File: config.mk
export PLATFORM = sky130hd
export DESIGN_NAME = dma_req_router
export DESIGN_NICKNAME = d
export VERILOG_FILES = /design/src/rtl/dmr_pkg.sv /design/src/rtl/dmr_map_table.sv /design/src/rtl/dmr_req_xbar.sv /design/src/rtl/dmr_irq_summary.sv /design/src/rtl/dma_req_router.sv
export SDC_FILE = /design/constraint.sdc
export NUM_CORES = 1
export LEC_CHECK = 0
export ABC_AREA = 1
export ABC_CLOCK_PERIOD_IN_PS = 6900
export BUFFER_PORTS_ARGS = -buffer_cell sky130_fd_sc_hd__buf_4
export CAP_MARGIN = 20
export CORE_UTILIZATION = 45
export CTS_CLUSTER_DIAMETER = 100
export DETAILED_ROUTE_END_ITERATION = 6
export GPL_TIMING_DRIVEN = 0
export SLEW_MARGIN = 0
export SYNTH_ARGS = -nofsm -noshare
export SYNTH_HDL_FRONTEND = slang
export SYNTH_SLANG_ARGS = --single-unit
File: constraint.sdc
create_clock -name clk -period 6.9 [get_ports clk]
set_input_delay 1.035 -clock clk [delete_from_list [all_inputs] [get_ports clk]]
set_output_delay 1.035 -clock clk [all_outputs]
set_load 0.1 [all_outputs]
File: src/rtl/dmr_pkg.sv
package dmr_pkg;
  // Layout of one mapping entry as seen on the register port.
  localparam int ENTRY_W   = 8;
  localparam int VALID_BIT = 7;

  typedef struct packed {
    logic       valid;
    logic [6:0] chan;
  } map_entry_t;

  function automatic map_entry_t decode_entry(input logic [ENTRY_W-1:0] raw);
    map_entry_t e;
    e.valid = raw[VALID_BIT];
    e.chan  = raw[6:0];
    return e;
  endfunction
endpackage

File: src/rtl/dmr_map_table.sv
module dmr_map_table
  import dmr_pkg::*;
#(
  parameter int NUM_PERIPH = 40,
  parameter int NUM_CHAN   = 16,
  parameter int ADDR_W     = 7,
  localparam int CHAN_W    = $clog2(NUM_CHAN)
) (
  input  logic                         clk,
  input  logic                         rst,
  input  logic                         we_i,
  input  logic [ADDR_W-1:0]            addr_i,
  input  logic [ENTRY_W-1:0]           wdata_i,
  output logic [NUM_PERIPH-1:0]        valid_o,
  output logic [NUM_PERIPH*CHAN_W-1:0] chan_o
);
  map_entry_t wr_entry;
  assign wr_entry = decode_entry(wdata_i);

  for (genvar p = 0; p < NUM_PERIPH; p++) begin : g_entry
    always_ff @(posedge clk) begin
      if (rst) begin
        valid_o[p]                  <= 1'b0;
        chan_o[p*CHAN_W +: CHAN_W]  <= '0;
      end else if (we_i && (int'(addr_i) == p)) begin
        valid_o[p]                  <= wr_entry.valid;
        chan_o[p*CHAN_W +: CHAN_W]  <= wr_entry.chan[CHAN_W-1:0];
      end
    end
  end
endmodule

File: src/rtl/dmr_req_xbar.sv
module dmr_req_xbar #(
  parameter int NUM_PERIPH = 40,
  parameter int NUM_CHAN   = 16,
  localparam int CHAN_W    = $clog2(NUM_CHAN)
) (
  input  logic                         clk,
  input  logic                         rst,
  input  logic [NUM_PERIPH-1:0]        req_i,
  input  logic [NUM_PERIPH-1:0]        valid_i,
  input  logic [NUM_PERIPH*CHAN_W-1:0] chan_i,
  output logic [NUM_CHAN-1:0]          req_o
);
  logic [NUM_CHAN-1:0] req_d;

  for (genvar c = 0; c < NUM_CHAN; c++) begin : g_chan
    always_comb begin
      req_d[c] = 1'b0;
      for (int p = 0; p < NUM_PERIPH; p++) begin
        if (req_i[p] && valid_i[p] &&
            (chan_i[p*CHAN_W +: CHAN_W] == CHAN_W'(c)))
          req_d[c] = 1'b1;
      end
    end
  end

  always_ff @(posedge clk) begin
    if (rst) req_o <= '0;
    else     req_o <= req_d;
  end
endmodule

File: src/rtl/dmr_irq_summary.sv
module dmr_irq_summary #(
  parameter int NUM_CHAN = 16
) (
  input  logic                clk,
  input  logic                rst,
  input  logic [NUM_CHAN-1:0] irq_i,
  input  logic                clr_we_i,
  input  logic [NUM_CHAN-1:0] clr_mask_i,
  output logic [NUM_CHAN-1:0] sum_o,
  output logic                irq_o
);
  logic [NUM_CHAN-1:0] irq_prev, rise, clr_eff, sum_d;

  assign rise    = irq_i & ~irq_prev;
  assign clr_eff = clr_we_i ? (clr_mask_i & ~irq_i) : '0;
  assign sum_d   = (sum_o & ~clr_eff) | rise;

  always_ff @(posedge clk) begin
    if (rst) begin
      irq_prev <= '0;
      sum_o    <= '0;
      irq_o    <= 1'b0;
    end else begin
      irq_prev <= irq_i;
      sum_o    <= sum_d;
      irq_o    <= |sum_d;
    end
  end
endmodule

File: src/rtl/dma_req_router.sv
module dma_req_router
  import dmr_pkg::*;
#(
  parameter int NUM_PERIPH = 40,
  parameter int NUM_CHAN   = 16,
  parameter int ADDR_W     = 7,
  parameter int DATA_W     = 32,
  parameter int SUM_ADDR   = 64,
  localparam int CHAN_W    = $clog2(NUM_CHAN)
) (
  input  logic                  clk,
  input  logic                  rst,
  input  logic                  reg_we_i,
  input  logic [ADDR_W-1:0]     reg_addr_i,
  input  logic [DATA_W-1:0]     reg_wdata_i,
  output logic [DATA_W-1:0]     reg_rdata_o,
  input  logic [NUM_PERIPH-1:0] periph_req_i,
  output logic [NUM_CHAN-1:0]   chan_req_o,
  input  logic [NUM_CHAN-1:0]   chan_irq_i,
  output logic                  irq_o
);
  logic [NUM_PERIPH-1:0]        map_valid;
  logic [NUM_PERIPH*CHAN_W-1:0] map_chan;
  logic [NUM_CHAN-1:0]          sum_q;
  logic                         sum_wr;
  logic [DATA_W-1:0]            rdata_d;

  assign sum_wr = reg_we_i && (int'(reg_addr_i) == SUM_ADDR);

  dmr_map_table #(
    .NUM_PERIPH(NUM_PERIPH), .NUM_CHAN(NUM_CHAN), .ADDR_W(ADDR_W)
  ) table_i (
    .clk(clk), .rst(rst), .we_i(reg_we_i), .addr_i(reg_addr_i),
    .wdata_i(reg_wdata_i[ENTRY_W-1:0]),
    .valid_o(map_valid), .chan_o(map_chan)
  );

  dmr_req_xbar #(
    .NUM_PERIPH(NUM_PERIPH), .NUM_CHAN(NUM_CHAN)
  ) xbar_i (
    .clk(clk), .rst(rst), .req_i(periph_req_i),
    .valid_i(map_valid), .chan_i(map_chan), .req_o(chan_req_o)
  );

  dmr_irq_summary #(
    .NUM_CHAN(NUM_CHAN)
  ) summary_i (
    .clk(clk), .rst(rst), .irq_i(chan_irq_i),
    .clr_we_i(sum_wr), .clr_mask_i(reg_wdata_i[NUM_CHAN-1:0]),
    .sum_o(sum_q), .irq_o(irq_o)
  );

  always_comb begin
    rdata_d = '0;
    if (int'(reg_addr_i) == SUM_ADDR) begin
      rdata_d[NUM_CHAN-1:0] = sum_q;
    end else begin
      for (int p = 0; p < NUM_PERIPH; p++) begin
        if (int'(reg_addr_i) == p) begin
          rdata_d[VALID_BIT]    = map_valid[p];
          rdata_d[CHAN_W-1:0]   = map_chan[p*CHAN_W +: CHAN_W];
        end
      end
    end
  end

  always_ff @(posedge clk) begin
    if (rst) reg_rdata_o <= '0;
    else     reg_rdata_o <= rdata_d;
  end
endmodule

==> results.yml <==
run_status:
  status: "complete, but fails checks"
  violations: "design-rule violations"
sta:
  fin_skew_ns: 0.0122
  min_period_ns: 4.42
  layout_setup_ws_ns: 2.48
  period_share_pct: 64.1
  tightest_slew_ns: 1.26
  setup_viol: 0
  hold_viol: 0
  slew_headroom_pct: 15.8
  maxClockFrequency_ghz: 0.226
  slew_violations: 0
  rsz0062_at_grt: "no"
  finalSetupTns_ns: 0
synth:
  netlist_instances: 2716
  synth-seq-area-share_pct: 31.7
  ys_warn_count: 0
  synthDistinctLibCells: 40
  synth_seq_cells: 265
  syn_area_um2: 16700
  syn_area_per_cell_um2: 6.15
die:
  dieArea_um2: 37900
  start_util_pct: 45.6
  die-width_um: 195
  ios: 147
  rows: 70
  core_area_um2: 36600
  die_h_um: 195
cts:
  cts_tree: "built"
  clock_sinks: 265
  numCtsBuffers: 30
  cts_resized: 0
  htreeDepth: 1
  hold_buffers: 0
  clkLatencyLatePin_ns: 0.60
  cts_buffer_depth: 3
  post_cts_buffers: 0
  clkTransAtPathRegs_ns: 0.06
  cts_root_buf: "clkbuf_16"
power_and_ir_drop:
  power_density_nw_per_um2: 181
  ir_drop_uv: 216
  p_leak_nw: 7.22
worst_setup_path:
  crit_end: "xbar_i.req_o[9]"
  path_class: "in2reg"
  cp-startpoint: "periph_req_i[0]"
  crit_fanout: 4
  worstPathArrival_ns: 4.76
  r2r-end: "xbar_i.req_o[9]"
  r2r_slack_ns: 2.68
  endpoint_kind: "flip-flop"
  r2r_cells: 12
  cp.required_ns: 7.24
  crit_path_start_kind: "input port"
  r2r-start: "table_i.valid_o[0]"
flow_run:
  cap_violations: 0
drt:
  drt-total-wl_mm: 90.4
  firstDrtPassIters: 7
  via_per_inst: 6.42
  wire_per_inst_um: 26.7
  ant_nets: 0
  routed-via-count: 21711
  drtIter0Drc: 3062
  drcViolationCount: 2
global_routing:
  antenna_found_initial: 7
  grt_max_degree: 16
  overflow: 0
  gr-usage-all-layers_pct: 46.3
  grt_pass1_wl_mm: 129
  grt_pass1_vias: 19757
place:
  place_congestion: 1.09
  port_buffers: 112
  place_ws_ns: 2.17
  post_dp_cell_area_um2: 18300
  dpl.hpwl_mm: 72.5
cells_and_area:
  multiInputGateArea_um2: 9430
  utilization_pct: 52.7
  register_area_um2: 5310
  final_nets: 2982
  synthToLayoutAreaGrowth_pct: 15.5
  final_cell_mix: "nand2_1, inv_1, nor2_1, o21ai_0, dfxtp_1"
  fillCellCount: 3615
  final_common_cell: "nand2_1"
  final_cell_area_um2: 19300
  layout-drive-gt1-share_pct: 6.98
worst_hold_path:
  hp-class: "reg2reg"
## power breakdown
group / internal (W) / total (W) / switching (W)
Combinational: 0.0000760 / 0.000310 / 0.000234
Sequential: 0.00155 / 0.00156 / 0.00000945
Clock: 0.000924 / 0.00162 / 0.000693
Total: 0.00255 / 0.00348 / 0.000936
## synthesized netlist by cell type
cell type | count | area (µm²)
dfxtp_1 | 265 | 5310
o21ai_0 | 272 | 1360
a2111oi_0 | 14 | 123
o22ai_1 | 69 | 432
nor2_4 | 2 | 22.5
a21oi_1 | 236 | 1180
o221ai_1 | 17 | 149
buf_4 | 16 | 120
o31ai_1 | 2 | 15.0
nor4_1 | 24 | 150
o2bb2ai_1 | 3 | 26.3
buf_6 | 1 | 11.3
a22o_1 | 7 | 61.3
inv_2 | 5 | 18.8
nand2_1 | 517 | 1940
clkbuf_1 | 59 | 221
a221oi_1 | 37 | 324
nand2_2 | 1 | 6.26
a311oi_1 | 6 | 52.6
or2_2 | 2 | 12.5
or4_1 | 1 | 7.51
o21a_1 | 1 | 7.51
o211ai_1 | 6 | 45.0
a32o_1 | 2 | 20.0
nor3_2 | 1 | 10.0
nor2_2 | 8 | 50.1
inv_1 | 441 | 1660
nor2_1 | 314 | 1180
nand4_1 | 72 | 450
a31oi_1 | 4 | 25.0
clkinv_1 | 1 | 3.75
o2111a_1 | 1 | 11.3
conb_1 | 1 | 3.75
o41ai_1 | 2 | 17.5
a211oi_1 | 13 | 97.6
o2111ai_1 | 28 | 245
nand3_1 | 128 | 641
o32ai_1 | 5 | 43.8
a41oi_1 | 1 | 8.76
nor3_1 | 131 | 656
## logic make-up (layout without fill, tap and decap cells)
| kind of cell | Yosys count | after routing | share of synthesized area (%) |
|---|---|---|---|
| flops | 265 | 265 | 31.7 |
| other cells | 1 | 25 | 0.0224 |
| compound gates | 726 | 726 | 25.4 |
| simple gates | 1201 | 1201 | 30.7 |
| buf+inv | 523 | 699 | 12.2 |
## routing by layer
metal	routed length, µm	track usage, %
met5	37	0
met1	35100	59.5
met3	11900	13.7
met4	5890	28.2
met2	37500	68.0
## worst max-delay path: stages
cell and delay (ns):
buf_4 0.11, nand2_1 0.09, inv_1 0.07, nand3_1 0.31, o211ai_1 0.15, a2111oi_0 0.41
o221ai_1 0.28, a31oi_1 0.21, o21ai_0 0.14, a311oi_1 0.32, o221ai_1 0.26, a2111oi_0 0.94
a41oi_1 0.43
## layout make-up
| class | count | area share, % |
|---|---|---|
| timing repair buffer | 121 | 4.86 |
| clock buffer | 46 | 4.62 |
| sequential | 265 | 27.5 |
| antenna | 9 | 0.117 |
| tap | 468 | 3.03 |
| buffer | 76 | 1.83 |
| inverter | 447 | 8.69 |
| multi-input combinational | 1943 | 48.9 |
| clock inverter | 9 | 0.486 |
## worst min path at each step
stage,startpoint,endpoint,slack [ns],cells past startpoint
CTS,summary_i.sum_o[6],reg_rdata_o[6],0.43,2
detailed placement,summary_i.sum_o[6],reg_rdata_o[6],0.42,2
global route,summary_i.sum_o[5],reg_rdata_o[5],0.46,2
floorplan,summary_i.sum_o[15],reg_rdata_o[15],0.41,2
finish,summary_i.sum_o[6],reg_rdata_o[6],0.44,2
global placement,summary_i.sum_o[11],reg_rdata_o[11],0.42,2
## registers in the layout (all words and copies together) (netlist names)
name	cells
table_i.chan_o	160
table_i.valid_o	40
reg_rdata_o	16
summary_i.irq_prev	16
summary_i.sum_o	16
xbar_i.req_o	16
summary_i.irq_o	1
## through the flow
step           instances  total power (W)  hold WS [ns]
2_1_floorplan       2731          0.00175         0.409
3_3_place_gp        3311          0.00187         0.420
3_5_place_dp        3317          0.00188         0.424
4_1_cts             3372          0.00346         0.434
5_1_grt             3375          0.00355         0.456
6_report            3384          0.00348         0.435
(Power assumes the default switching activity.)
